<file path="src/rtl/mst_pkg.sv">
package mst_pkg;

    typedef enum logic {
        MODE_INTEG = 1'b0,
        MODE_BUS   = 1'b1
    } mst_mode_e;

    typedef enum logic [2:0] {
        ST_IDLE,
        ST_FILL,
        ST_RD_REQ,
        ST_RD_WAIT,
        ST_INV_WR,
        ST_DONE
    } mst_state_e;

    typedef enum logic [1:0] {
        PH_NONE   = 2'd0,
        PH_FILL   = 2'd1,
        PH_CHECK  = 2'd2,
        PH_VERIFY = 2'd3
    } mst_phase_e;

endpackage

</file>
<file path="src/rtl/mst_patgen.sv">
module mst_patgen
    import mst_pkg::*;
#(
    parameter int DW = 32
) (
    input  logic          clk,
    input  logic          rst_n,
    input  mst_mode_e     mode,
    input  logic          restart,
    input  logic          step,
    output logic [DW-1:0] pat
);

    localparam logic [DW-1:0] SEED = DW'(1);

    logic [DW-1:0] pat_q;
    logic [DW-1:0] pat_nxt;

    // Successor of the current pattern for the selected sequence.
    always_comb begin
        unique case (mode)
            MODE_INTEG: pat_nxt = pat_q + DW'(1);
            MODE_BUS:   pat_nxt = {pat_q[DW-2:0], pat_q[DW-1]};
            default:    pat_nxt = pat_q;
        endcase
    end

    always_ff @(posedge clk or negedge rst_n) begin
        if (!rst_n) begin
            pat_q <= SEED;
        end else if (restart) begin
            pat_q <= SEED;
        end else if (step) begin
            pat_q <= pat_nxt;
        end
    end

    assign pat = pat_q;


    bus_onehot_chk: assert property (@(posedge clk) disable iff (!rst_n)
        (mode == MODE_BUS) |-> ($countones(pat_q) == 1));

endmodule

</file>
<file path="src/rtl/mst_addr_seq.sv">
module mst_addr_seq #(
    parameter int AW = 32,
    parameter int WB = 2
) (
    input  logic          clk,
    input  logic          rst_n,
    input  logic [AW-1:0] base,
    input  logic [AW-1:0] nwords,
    input  logic          clear,
    input  logic          step,
    output logic [AW-1:0] addr,
    output logic          last
);

    logic [AW-1:0] idx_q;

    always_ff @(posedge clk or negedge rst_n) begin
        if (!rst_n) begin
            idx_q <= '0;
        end else if (clear) begin
            idx_q <= '0;
        end else if (step) begin
            idx_q <= idx_q + AW'(1);
        end
    end

    assign addr = base + (idx_q << WB);
    assign last = (idx_q == nwords - AW'(1));


    addr_stride_chk: assert property (@(posedge clk) disable iff (!rst_n)
        (step && !clear) |=> (addr == $past(addr) + AW'(1 << WB)));

endmodule

</file>
<file path="src/rtl/mst_engine.sv">
module mst_engine
    import mst_pkg::*;
#(
    parameter int AW = 32,
    parameter int DW = 32
) (
    input  logic          clk,
    input  logic          rst_n,
    input  logic          start_i,
    input  logic          mode_i,
    input  logic [AW-1:0] base_i,
    input  logic [AW-1:0] size_i,
    output logic          mem_req_o,
    output logic          mem_we_o,
    output logic [AW-1:0] mem_addr_o,
    output logic [DW-1:0] mem_wdata_o,
    input  logic [DW-1:0] mem_rdata_i,
    input  logic          mem_rvalid_i,
    output logic          busy_o,
    output logic          done_o,
    output logic          fail_o,
    output logic [AW-1:0] fail_addr_o,
    output logic [DW-1:0] exp_o,
    output logic [DW-1:0] act_o
);

    localparam int            WB        = $clog2(DW / 8);
    localparam int            BUS_WORDS = DW;
    localparam logic [AW:0]   ROUND_UP  = (AW + 1)'((1 << WB) - 1);

    mst_state_e    state_q, state_nxt;
    mst_phase_e    phase_q, phase_nxt;
    mst_mode_e     cfg_mode_q;
    logic [AW-1:0] cfg_base_q;
    logic [AW-1:0] cfg_nwords_q;

    logic          seq_clear;
    logic          seq_step;
    logic          accept;
    logic [AW:0]   size_ext;
    logic [AW-1:0] words_in;
    logic [AW-1:0] cur_addr;
    logic          cur_last;
    logic [DW-1:0] pat;
    logic [DW-1:0] expected;
    logic          rd_match;
    logic          rd_miss;

    logic          fail_q;
    logic [AW-1:0] fail_addr_q;
    logic [DW-1:0] exp_q;
    logic [DW-1:0] act_q;

    // Word count for the requested run.
    assign size_ext = {1'b0, size_i} + ROUND_UP;
    assign words_in = (mode_i == MODE_BUS) ? AW'(BUS_WORDS) : AW'(size_ext >> WB);

    assign accept   = start_i && (state_q == ST_IDLE || state_q == ST_DONE);
    assign expected = (phase_q == PH_VERIFY) ? ~pat : pat;
    assign rd_match = (mem_rdata_i == expected);
    assign rd_miss  = (state_q == ST_RD_WAIT) && mem_rvalid_i && !rd_match;

    mst_addr_seq #(
        .AW (AW),
        .WB (WB)
    ) u_addr_seq (
        .clk    (clk),
        .rst_n  (rst_n),
        .base   (cfg_base_q),
        .nwords (cfg_nwords_q),
        .clear  (seq_clear),
        .step   (seq_step),
        .addr   (cur_addr),
        .last   (cur_last)
    );

    mst_patgen #(
        .DW (DW)
    ) u_patgen (
        .clk     (clk),
        .rst_n   (rst_n),
        .mode    (cfg_mode_q),
        .restart (seq_clear),
        .step    (seq_step),
        .pat     (pat)
    );

    // Next state, pass and sequencer control.
    always_comb begin
        state_nxt = state_q;
        phase_nxt = phase_q;
        seq_clear = 1'b0;
        seq_step  = 1'b0;
        unique case (state_q)
            ST_IDLE, ST_DONE: begin
                if (start_i) begin
                    seq_clear = 1'b1;
                    if (words_in == '0) begin
                        state_nxt = ST_DONE;
                        phase_nxt = PH_NONE;
                    end else begin
                        state_nxt = ST_FILL;
                        phase_nxt = PH_FILL;
                    end
                end
            end
            ST_FILL: begin
                if (cur_last) begin
                    seq_clear = 1'b1;
                    phase_nxt = PH_CHECK;
                    state_nxt = ST_RD_REQ;
                end else begin
                    seq_step  = 1'b1;
                end
            end
            ST_RD_REQ: begin
                state_nxt = ST_RD_WAIT;
            end
            ST_RD_WAIT: begin
                if (mem_rvalid_i) begin
                    if (!rd_match) begin
                        state_nxt = ST_DONE;
                        phase_nxt = PH_NONE;
                    end else if (phase_q == PH_CHECK) begin
                        state_nxt = ST_INV_WR;
                    end else if (cur_last) begin
                        state_nxt = ST_DONE;
                        phase_nxt = PH_NONE;
                    end else begin
                        seq_step  = 1'b1;
                        state_nxt = ST_RD_REQ;
                    end
                end
            end
            ST_INV_WR: begin
                state_nxt = ST_RD_REQ;
                if (cur_last) begin
                    seq_clear = 1'b1;
                    phase_nxt = PH_VERIFY;
                end else begin
                    seq_step  = 1'b1;
                end
            end
            default: begin
                state_nxt = ST_IDLE;
                phase_nxt = PH_NONE;
            end
        endcase
    end

    // State register and run configuration.
    always_ff @(posedge clk or negedge rst_n) begin
        if (!rst_n) begin
            state_q      <= ST_IDLE;
            phase_q      <= PH_NONE;
            cfg_mode_q   <= MODE_INTEG;
            cfg_base_q   <= '0;
            cfg_nwords_q <= '0;
        end else begin
            state_q <= state_nxt;
            phase_q <= phase_nxt;
            if (accept) begin
                cfg_mode_q   <= mst_mode_e'(mode_i);
                cfg_base_q   <= base_i;
                cfg_nwords_q <= words_in;
            end
        end
    end

    // Failure record.
    always_ff @(posedge clk or negedge rst_n) begin
        if (!rst_n) begin
            fail_q      <= 1'b0;
            fail_addr_q <= '0;
            exp_q       <= '0;
            act_q       <= '0;
        end else if (accept) begin
            fail_q      <= 1'b0;
            fail_addr_q <= '0;
            exp_q       <= '0;
            act_q       <= '0;
        end else if (rd_miss) begin
            fail_q      <= 1'b1;
            fail_addr_q <= cur_addr;
            exp_q       <= expected;
            act_q       <= mem_rdata_i;
        end
    end

    // Outputs decoded from the state.
    always_comb begin
        mem_req_o   = 1'b0;
        mem_we_o    = 1'b0;
        mem_wdata_o = pat;
        unique case (state_q)
            ST_FILL: begin
                mem_req_o = 1'b1;
                mem_we_o  = 1'b1;
            end
            ST_RD_REQ: begin
                mem_req_o = 1'b1;
            end
            ST_INV_WR: begin
                mem_req_o   = 1'b1;
                mem_we_o    = 1'b1;
                mem_wdata_o = ~pat;
            end
            default: begin
            end
        endcase
    end

    assign mem_addr_o  = cur_addr;
    assign busy_o      = !(state_q == ST_IDLE || state_q == ST_DONE);
    assign done_o      = (state_q == ST_DONE);
    assign fail_o      = fail_q;
    assign fail_addr_o = fail_addr_q;
    assign exp_o       = exp_q;
    assign act_o       = act_q;


    read_single_chk: assert property (@(posedge clk) disable iff (!rst_n)
        (mem_req_o && !mem_we_o) |=> !mem_req_o);


    verify_nowrite_chk: assert property (@(posedge clk) disable iff (!rst_n)
        (mem_req_o && phase_q == PH_VERIFY) |-> !mem_we_o);


    bus_wdata_chk: assert property (@(posedge clk) disable iff (!rst_n)
        (mem_req_o && mem_we_o && cfg_mode_q == MODE_BUS)
            |-> ($countones(mem_wdata_o) == 1 || $countones(mem_wdata_o) == DW - 1));


    fail_done_chk: assert property (@(posedge clk) disable iff (!rst_n)
        fail_o |-> done_o);


    done_quiet_chk: assert property (@(posedge clk) disable iff (!rst_n)
        done_o |-> !mem_req_o);


    result_hold_chk: assert property (@(posedge clk) disable iff (!rst_n)
        (done_o && !start_i) |=> (done_o && $stable(fail_o) && $stable(fail_addr_o)
                                  && $stable(exp_o) && $stable(act_o)));

endmodule

</file>
<file path="config.mk">
export PLATFORM = sky130hd
export DESIGN_NAME = mst_engine
export DESIGN_NICKNAME = d
export VERILOG_FILES = /design/src/rtl/mst_pkg.sv /design/src/rtl/mst_patgen.sv /design/src/rtl/mst_addr_seq.sv /design/src/rtl/mst_engine.sv
export SDC_FILE = /design/constraint.sdc
export NUM_CORES = 1
export LEC_CHECK = 0
export BUFFER_PORTS_ARGS = -buffer_cell sky130_fd_sc_hd__buf_4
export CAP_MARGIN = 40
export CORE_UTILIZATION = 45
export DETAILED_ROUTE_END_ITERATION = 8
export GPL_TIMING_DRIVEN = 0
export PLACE_DENSITY = 0.64
export SLEW_MARGIN = 10
export SYNTH_ARGS = -nofsm -noshare
export SYNTH_HDL_FRONTEND = slang
export SYNTH_SLANG_ARGS = --single-unit
</file>
<file path="constraint.sdc">
create_clock -name clk -period 6.2 [get_ports clk]
set_clock_uncertainty 0.2 [all_clocks]
set_input_delay 0.31 -clock clk [delete_from_list [all_inputs] [get_ports clk]]
set_output_delay 0.31 -clock clk [all_outputs]
set_load 0.01 [all_outputs]
</file>
**Yosys cells after proc, flatten, opt, wreduce, memory -nomap -nowiden**

Cells that the tools add are included.

- Bits in registers: 231
- Input bits: 101
- Output and inout bits: 165
- Logic and storage cells: 92

- Add/sub/neg operators: 5
- Equal/unequal tests: 15
- Mux-type cells: 43
- Bitwise gates (word level): 3
- Reductions and logical operators: 15

Operators with widths:

| kind | count |
|---|---|
| 2-to-1 mux 32 bit | 12 |
| adder 32 x 1 -> 32 bit, second input constant | 2 |
| equality test 32 bit | 2 |
| one-hot mux 32 bit (2 select lines) | 1 |
| adder 32 x 2 -> 33 bit, second input constant | 1 |
| adder 32 bit | 1 |
| zero test 32 bit | 1 |
| NOT 32 bit | 1 |
| subtractor 32 x 1 -> 32 bit, second input constant | 1 |
| 2-to-1 mux 31 bit | 1 |
| 2-to-1 mux 3 bit | 7 |
| one-hot mux 3 bit (5 select lines) | 1 |
| 2-to-1 mux 2 bit | 7 |
| 2-to-1 mux 1 bit | 11 |
| one-hot mux 2 bit (5 select lines) | 1 |
| != test 2 bit, second input constant | 4 |
| AND reduction 7 bit | 1 |
| equality test 3 x 2 -> 1 bit, second input constant | 2 |
| equality test 3 bit, second input constant | 2 |
| != test 3 bit, second input constant | 2 |
| equality test 2 bit, second input constant | 2 |
| one-hot mux 1 bit (2 select lines) | 2 |
| nonzero test 2 bit | 2 |
| OR reduction 2 bit | 2 |
| 8 further kinds | 12 |

**Depth between registers and ports, before layout**

Gate-level depths: netlist (run 1).

- Depth in word-level cells: 9
- Mapped depth: 14
- Mapped depth without buffers: 12

**Hierarchy**

Synthesis (run 1) repeated with hierarchy kept, for this count alone.

- Cell total of the unflattened synthesis: 1,709
- Area, all modules: 14,950.6 um^2

By module, submodules not included:

| module | instances | cells each | area each (um^2) | sequential area each (um^2) |
|---|---|---|---|---|
| mst_engine | 1 | 893 | 8,471.9 | 4,154.0 |
| mst_addr_seq | 1 | 542 | 4,209.0 | 800.8 |
| mst_patgen | 1 | 274 | 2,269.7 | 802.0 |

**Worst setup path after synthesis (run 1)**

OpenSTA, ideal clock, no wires.

- Path type: register to register
- Start point: register cfg_nwords_q[0]
- End point: register u_patgen.pat_q[21] (netlist: u_patgen.pat[21])
- Setup time: 111 ps
- Data arrival time: 3,341 ps
- Required time: 5,889 ps
- Path slack: 2,548 ps
- Stages on the path, launching flop included: 14
- Path buffers: 2
- Clock period less this slack: 3,652 ps
- Cells stage by stage: dfrtp_1 inv_1 ha_1 nor4b_1 and4_1 buf_2 o211ai_1 a211oi_1 nand4_1 or4_4 o21ai_4 buf_6 nor2_2 a2111oi_2

- Cells in the longest elaborated chain, start to end: 8
- Elaborated cells between the ends (all ways): 11
- Those cells by class: 1 x add/sub; 1 x eq/ne; 8 x mux; 1 x reduce/logical

RTL lines:

| what | RTL line | source |
|---|---|---|
| start, declared | mst_engine.sv:35 | `logic [AW-1:0] cfg_nwords_q;` |
| start signal, assigned | mst_engine.sv:165 | `cfg_nwords_q <= words_in;` |
| subtractor 32 x 1 -> 32 bit * | mst_addr_seq.sv:28 | `assign last = (idx_q == nwords - AW'(1));` |
| equality test 32 bit * | mst_addr_seq.sv:28 |  |
| 2-to-1 mux 1 bit | mst_engine.sv:108, mst_engine.sv:126, mst_engine.sv:137 |  |
| 2-to-1 mux 1 bit | mst_engine.sv:124 | `end else if (phase_q == PH_CHECK) begin` |
| 2-to-1 mux 1 bit | mst_engine.sv:121 | `if (!rd_match) begin` |
| 2-to-1 mux 1 bit | mst_engine.sv:120 | `if (mem_rvalid_i) begin` |
| one-hot mux 1 bit (2 select lines) | mst_engine.sv:94 | `unique case (state_q)` |
| nonzero test 2 bit (no source line) | n/a |  |
| end signal, assigned | mst_patgen.sv:34 | `pat_q <= pat_nxt;` |
| end, declared | mst_patgen.sv:16 | `logic [DW-1:0] pat_q;` |

Mark *: on every way between the ends. The rest lies on a longest branch, timed or not.
A chain may end at the register's enable or synchronous reset.

**Worst setup path after layout (run 1)**

- Start point: register cfg_nwords_q[0]
- End point: register u_patgen.pat_q[23] (netlist: u_patgen.pat[23])

Same word-level chain as after synthesis.

==> results of run 1 <==
-- placed cells by master (no fill, tap or decap), types with 16 or more instances in the layout --
| cell | n |
|---|---|
| sky130_fd_sc_hd__a21o_1 | 29 |
| sky130_fd_sc_hd__a21oi_1 | 77 |
| sky130_fd_sc_hd__a31oi_1 | 16 |
| sky130_fd_sc_hd__and3_1 | 31 |
| sky130_fd_sc_hd__buf_4 | 268 |
| sky130_fd_sc_hd__clkbuf_1 | 111 |
| sky130_fd_sc_hd__clkbuf_16 | 27 |
| sky130_fd_sc_hd__dfrtp_1 | 229 |
| sky130_fd_sc_hd__dlygate4sd3_1 | 100 |
| sky130_fd_sc_hd__ha_1 | 32 |
| sky130_fd_sc_hd__inv_1 | 53 |
| sky130_fd_sc_hd__nand2_1 | 296 |
| sky130_fd_sc_hd__nand3_1 | 129 |
| sky130_fd_sc_hd__nand4_1 | 27 |
| sky130_fd_sc_hd__nor2_1 | 86 |
| sky130_fd_sc_hd__nor3_1 | 40 |
| sky130_fd_sc_hd__nor4_1 | 24 |
| sky130_fd_sc_hd__o21ai_0 | 142 |
| sky130_fd_sc_hd__o31ai_1 | 23 |
| sky130_fd_sc_hd__or3_1 | 22 |
| sky130_fd_sc_hd__or4_1 | 25 |
| sky130_fd_sc_hd__xnor2_1 | 125 |
| sky130_fd_sc_hd__xor2_1 | 57 |
-- through the flow --
| step | hold WS [ns] | util, % | setup slack, ns | area [um2] |
|---|---|---|---|---|
| 3_5_place_dp | 0.134 | 53.9 | 1.04 | 17600 |
| 6_report | 0.0244 | 59.6 | 0.967 | 19500 |
| 2_1_floorplan | -0.186 | - | 2.55 | 15000 |
| 3_3_place_gp | 0.270 | 53.7 | 1.01 | 17500 |
| 5_1_grt | 0.0489 | 59.6 | 0.758 | 19500 |
| 4_1_cts | 0.00480 | 59.6 | 1.04 | 19500 |
-- how the worst max path moves through the flow --
| stage | start | endpoint | slack [ns] | cells after the start |
|---|---|---|---|---|
| after CTS | cfg_nwords_q[0]$_DFFE_PN0P_ | u_patgen.pat[23]$_DFFE_PN0P_ | 1.04 | 12 |
| after global placement | cfg_nwords_q[0]$_DFFE_PN0P_ | u_patgen.pat[23]$_DFFE_PN0P_ | 1.01 | 12 |
| final | cfg_nwords_q[0]$_DFFE_PN0P_ | u_patgen.pat[23]$_DFFE_PN0P_ | 0.97 | 12 |
| after floorplan | cfg_nwords_q[0]$_DFFE_PN0P_ | u_patgen.pat[21]$_DFFE_PN0P_ | 2.55 | 13 |
| after detailed placement | cfg_nwords_q[0]$_DFFE_PN0P_ | u_patgen.pat[23]$_DFFE_PN0P_ | 1.04 | 12 |
| after global routing | cfg_nwords_q[0]$_DFFE_PN0P_ | u_patgen.pat[23]$_DFFE_PN0P_ | 0.76 | 12 |
-- cell families after synthesis --
family          share of synthesized area, %
compound gates                          17.4
flops                                   38.3
buf+inv                                 4.97
fa+ha+maj                               2.80
xor+xnor                                10.6
simple gates                            24.8
mux                                     1.10
-- layer usage --
layer | wire, um | GRT usage, % | vias to the layer above
met2 | 24400 | 49.9 | 760
met3 | 5020 | 4.90 | 85
met5 | 0 | 0 | -
li1 | - | - | 7238
met4 | 1240 | 7.93 | 0
met1 | 24600 | 45.7 | 7452
-- power groups by stage --
stage | Sequential (mW) | Combinational (mW) | Clock, mW
2_1_floorplan | 2.44 | 2.53 | 0
4_1_cts | 2.46 | 4.37 | 1.55
3_5_place_dp | 2.48 | 4.30 | 0
6_report | 2.47 | 4.42 | 1.54
3_3_place_gp | 2.47 | 4.23 | 0
5_1_grt | 2.52 | 4.81 | 1.61
-- layout make-up --
cell class	instances	share of cell area [%]
antenna	1	0.0128
buffer	128	2.81
tap	442	2.84
timing repair buffer	370	15.8
multi-input combinational	1398	43.7
clock buffer	44	4.00
inverter	53	1.02
clock inverter	5	0.276
sequential	230	29.6
-- flip-flops by register name (all words and copies together) (netlist names) --
register          flops
act_o                32
cfg_base_q           32
exp_o                32
fail_addr_o          32
u_addr_seq.idx_q     32
u_patgen.pat         32
cfg_nwords_q         31
state_q               3
phase_q               2
cfg_mode_q            1
fail_o                1
-- repair_timing --
action                     CTS  global route
hold buffers               100             0
hold endpoints to repair   175             0
setup endpoints to repair    0             0
-- worst max-delay path: cells and delay by family, from the launching register on --
family | cells | cell delay [ns]
buf+inv | 2 | 0.50
flops | 1 | 0.45
fa+ha+maj | 1 | 0.30
compound gates | 3 | 1.03
simple gates | 6 | 2.62
==> key figures, run 1 <==
Outcome
  • Run status: completed

Logic synthesis
  • Yosys cell types: 82
  • Share of the yosys chip area belonging to registers: 38.3%
  • Post-synth ARST share: 100%
  • Area of the mapped netlist: roughly 15000 um2
  • Synth warnings: 0
  • Synthesized area per cell: 8.30 um2
  • Area fraction of the dominant cell type after synthesis: 38.2%
  • Cell types occupying the most area after synthesis: sky130_fd_sc_hd__dfrtp_1 (38%), sky130_fd_sc_hd__nand2_1 (7.4%), sky130_fd_sc_hd__xnor2_1 (7.3%)
  • Number of enable-type register cells in the synthesized netlist: 0
  • Total of flip-flops plus latches after synthesis: 230
  • Top cell type by total area after synthesis: sky130_fd_sc_hd__dfrtp_1
  • Cell with the most instances after synthesis: sky130_fd_sc_hd__nand2_1
  • Commonest cells post-synth: sky130_fd_sc_hd__nand2_1 (296), sky130_fd_sc_hd__dfrtp_1 (229), sky130_fd_sc_hd__o21ai_0 (142)
  • Mapped Nets: roughly 1900
  • Primary FF master, synth: sky130_fd_sc_hd__dfrtp_1
  • Gate Count Post-Synth: 1809

Worst hold path
  • Number of cells traversed by the worst hold path: 4
  • Min-Delay Path Class: in2reg
  • Worst hold endpoint: cfg_nwords_q[1]$_DFFE_PN0P_
  • Min-delay src: size_i[3]

Timing
  • Max-slew violations: 0
  • Final period util: 84.4%
  • Final min period: 5.23 ns
  • Pin slew with the least headroom to its limit: 0.843 ns
  • Final total negative setup slack: 0 ns
  • RSZ-0062 raised after global routing: no
  • Final number of setup-violating endpoints: 0
  • Worst relative slew slack: 43.8%
  • Final Hold Vio Count: 0
  • Timing-limited maximum frequency: roughly 190 MHz

Power
  • Internal cell power: 4.67 mW
  • Logic gate share of total power: 52.5%
  • Sequential power share: 29.3%
  • Power per standard cell area: 433 nW/um2
  • Worst vdd rail ir drop: 0.240 mV
  • Switching power as a share of total power: 44.6%
  • Leakage power figure: 8.87 nW
  • Net switching component of the power: 3.76 mW
  • Total power draw: around 8.4 mW
  • Relative contribution of the clock network to total power: 18.3%

Global route
  • Number of global-route vias before repair: approximately 15000
  • Pin count of the biggest net entering global routing: between 80 and 90
  • Overall fraction of global-route tracks in use: 31.8%
  • GRT Residual Overflow: 0
  • Number of antenna violations at the first check in global routing: 1
  • First-pass GRT wire length: 83.5 mm

Critical path
  • Cell Chain, Critical Path: inv_1, ha_1, nor4b_1, nand3_1, or3_1, o31ai_1, nand4b_1, a21oi_1, nand3_1, nand2_1, buf_2, a21oi_1
  • Required time of the critical path: 6.41 ns
  • Worst Setup End Kind: flop
  • Worst-case reg-to-reg path depth: 12
  • Stage delay of the slowest cell on the critical path: 0.68 ns
  • Critical Path Fanout Max: 10
  • Arrival time reported for the critical path endpoint: 5.44 ns
  • Launch point of the worst reg-to-reg path: cfg_nwords_q[0]$_DFFE_PN0P_
  • Nature of the critical path startpoint: flop
  • Worst reg2reg path endpoint: u_patgen.pat[23]$_DFFE_PN0P_
  • Cell with the largest stage delay on the worst path: sky130_fd_sc_hd__a21oi_1
  • Minimum setup slack among reg-to-reg paths: slightly below 1 ns
  • Crit Path Class: reg2reg

Place
  • Buffers added on ports: around 260
  • Placed Instances: 2521
  • Global placement routability congestion: 0.961
  • Placed wire-length estimate after detailed placement: roughly 42 mm

Finish
  • Share of post-route cells with drive strength above 1: around 16%
  • Number of filler cells placed in the layout: ~3000
  • Post-layout instance count excluding filler cells: 2671
  • Number of nets in the layout: 2342
  • Total area of multi-input combinational cells: 8510 um2
  • Post-synthesis to final-layout area growth: 29.7%
  • Total area of sequential cells: around 5800 um2

CTS
  • Post-CTS Setup Bufs: 0
  • CTS clock-pin slew for the worst setup and hold paths: about 0.070 ns
  • Number of clock buffers inserted by TritonCTS: 27
  • Clock net sink count: 230
  • Clk root buf: sky130_fd_sc_hd__clkbuf_16
  • Htree depth: 1
  • TritonCTS clock tree: yes
  • Deepest clock path buffer count: 3
  • Clk Latency, worst-skew pair: 0.54 ns
  • Post-cts repair resize count: 0

Die
  • Starting Density: 45.9%
  • Full die area: 34100 um2
  • Placement row count: 66
  • Core Footprint: 32700 um2
  • Die W: between 150 and 200 um
  • Height of the die: 185 um
  • I/O pins: 266

Route
  • Count of routing violations after the opening detailed-route iteration: 1422
  • Detail Route Antenna Nets: 0
  • Via density per instance: 5.82
  • Vias after detailed routing: roughly 16000
  • Total Wirelength: between 50 and 60 mm
  • First-pass iteration count of the detailed router: 6
  • Drt drc: 0
  • Wire per inst: 20.7 um

Flow run
  • Number of max-capacitance violations reported: 0
Note: power is estimated with default switching activity, not from simulation.
==> run 2: changes to the inputs <==
- clock period: 6.2 -> 5.45 ns (I/O delays scaled with it)
==> key figures, run 2 (synthesis results as in run 1) <==
Finish
  • # diodes: 0
  • Post-Route Utilization: 59.8%
  • Share of post-route cells with drive strength above 1: 16.1%
  • Most common cell after layout, fill and taps aside: sky130_fd_sc_hd__nand2_1
  • Number of nets in the layout: 2349
  • Most frequent cells in the layout: sky130_fd_sc_hd__nand2_1 (296), sky130_fd_sc_hd__buf_4 (268), sky130_fd_sc_hd__dfrtp_1 (229), sky130_fd_sc_hd__o21ai_0 (142), sky130_fd_sc_hd__nand3_1 (129)
  • Post-synthesis to final-layout area growth: 30.2%

Critical path
  • Required time of the critical path: 5.66 ns
  • Nature of the critical path startpoint: flop
  • Worst Setup SP: cfg_nwords_q[0]$_DFFE_PN0P_
  • Launch point of the worst reg-to-reg path: cfg_nwords_q[0]$_DFFE_PN0P_
  • Kind of cell adding the most delay to the critical path: simple AND/OR/NAND/NOR gates
  • Arrival time reported for the critical path endpoint: approximately 5.4 ns
  • Crit Path Class: reg2reg
  • Cell Chain, Critical Path: inv_1, ha_1, nor4b_1, nand3_1, or3_1, o31ai_1, nand4b_1, a21oi_1, nand3_1, nand2_1, buf_2, a21oi_1
  • Stage delay of the slowest cell on the critical path: approximately 0.66 ns
  • Critical Path Fanout Max: 10
  • Worst Setup End Kind: flop
  • Number of buffers and inverters on the critical path: 2
  • Cell with the largest stage delay on the worst path: sky130_fd_sc_hd__a21oi_1

CTS
  • Clk Latency, worst-skew pair: 0.54 ns
  • Clk root buf: sky130_fd_sc_hd__clkbuf_16
  • Htree depth: 1
  • Post-CTS Setup Bufs: 0
  • TritonCTS clock tree: yes
  • Post-cts repair resize count: 0
  • Number of clock buffers inserted by TritonCTS: 27
  • Clock net sink count: between 200 and 250
  • CTS clock-pin slew for the worst setup and hold paths: 0.06 ns
  • Deepest clock path buffer count: 3
  • CTS hold repair buffers: 107

Global route
  • GRT Residual Overflow: 0
  • First-pass GRT wire length: 83.6 mm
  • Number of antenna violations at the first check in global routing: 1
  • Pin count of the biggest net entering global routing: 81
  • Overall fraction of global-route tracks in use: between 30% and 40%
  • Number of global-route vias before repair: 14600

Power
  • Leakage power figure: between 8 and 9 nW
  • Total power draw: 9.59 mW
  • Power per standard cell area: between 400 and 500 nW/um2
  • Worst vdd rail ir drop: 0.273 mV

Timing
  • Final number of setup-violating endpoints: 0
  • RSZ-0062 raised after global routing: no
  • Final min period: 5.19 ns
  • Final period util: between 90% and 100%
  • Final Hold Vio Count: 0
  • Max-slew violations: 0
  • Worst hold margin: 0.131 ns
  • Pin slew with the least headroom to its limit: 0.890 ns
  • Final total negative setup slack: 0 ns
  • Worst relative slew slack: a little over 40%
  • Timing-limited maximum frequency: ~190 MHz

Die
  • Starting Density: 45.9%
  • Full die area: 34100 um2
  • Core Footprint: 32700 um2
  • Die W: 185 um
  • Height of the die: approximately 180 um
  • I/O pins: 266
  • Placement row count: 66

Route
  • Detail Route Antenna Nets: 0
  • First-pass iteration count of the detailed router: 7
  • Vias after detailed routing: between 15000 and 20000
  • Total Wirelength: 55.3 mm
  • Wire per inst: 20.7 um
  • Drt drc: 0
  • Via density per instance: about 5.8
  • Count of routing violations after the opening detailed-route iteration: 1371

Worst hold path
  • Min-Delay Path Class: in2async

Flow run
  • Number of max-capacitance violations reported: 0

Place
  • Global placement routability congestion: 0.961
  • Buffers added on ports: 264
  • Placed wire-length estimate after detailed placement: roughly 42 mm

Outcome
  • Run status: completed
## run 2: stage by stage
step	setup slack [ns]	instances	instance area [um2]
after floorplan	1.80	1809	15000
after global placement	0.257	2515	17500
after detailed placement	0.294	2521	17600
after CTS	0.285	2677	19500
after global routing	0.00830	2677	19500
final	0.263	2677	19500
## run 2: per-layer routing
metal | routed length [um] | track usage (%) | up-vias | part of all wire [%]
met4 | 1190 | 8.13 | 0 | 2.1
met1 | 24600 | 45.7 | 7523 | 45
met5 | 0 | 0 | - | 0
li1 | - | - | 7249 | -
met3 | 4940 | 4.92 | 81 | 8.9
met2 | 24600 | 49.9 | 716 | 44
## run 2: path summary, 6_finish.rpt
check / end / slack (ns) / depth (start not counted)
max reg2reg: u_patgen.pat[23]$_DFFE_PN0P_ / 0.26 / 12
min reg2reg: cfg_base_q[22]$_DFFE_PN0P_ / 0.28 / 2
min in group clk: cfg_nwords_q[0]$_DFFE_PN0P_ / 0.15 / 5
min: fail_addr_o[22]$_DFFE_PN0P_ / 0.13 / 2
max: u_patgen.pat[23]$_DFFE_PN0P_ / 0.26 / 12
max in group asynchronous: u_patgen.pat[0]$_DFFE_PN1P_ / 3.69 / 4
## run 2: worst reg2reg max path, stage by stage (launching register included)
cell and delay [ns]:
sky130_fd_sc_hd__dfrtp_1 0.46, sky130_fd_sc_hd__inv_1 0.11, sky130_fd_sc_hd__ha_1 0.30, sky130_fd_sc_hd__nor4b_1 0.60
sky130_fd_sc_hd__nand3_1 0.27, sky130_fd_sc_hd__or3_1 0.41, sky130_fd_sc_hd__o31ai_1 0.23, sky130_fd_sc_hd__nand4b_1 0.17
sky130_fd_sc_hd__a21oi_1 0.66, sky130_fd_sc_hd__nand3_1 0.55, sky130_fd_sc_hd__nand2_1 0.59, sky130_fd_sc_hd__buf_2 0.38
sky130_fd_sc_hd__a21oi_1 0.12
## run 2: cell type report
type / count / area (um2)
well taps: 442 / 553
multi-input cells: 1398 / 8510
flip-flops and latches: 230 / 5760
plain buffers: 128 / 547
repair buffers: 377 / 3140
clock inverters: 5 / 53.8
clock buffers: 44 / 779
fillers: 3023 / 13200
inverters: 53 / 199
## run 2: power breakdown
group	internal, mW	switching, mW
combinational	2.01	3.03
clock	1.02	0.730
sequential	2.29	0.518
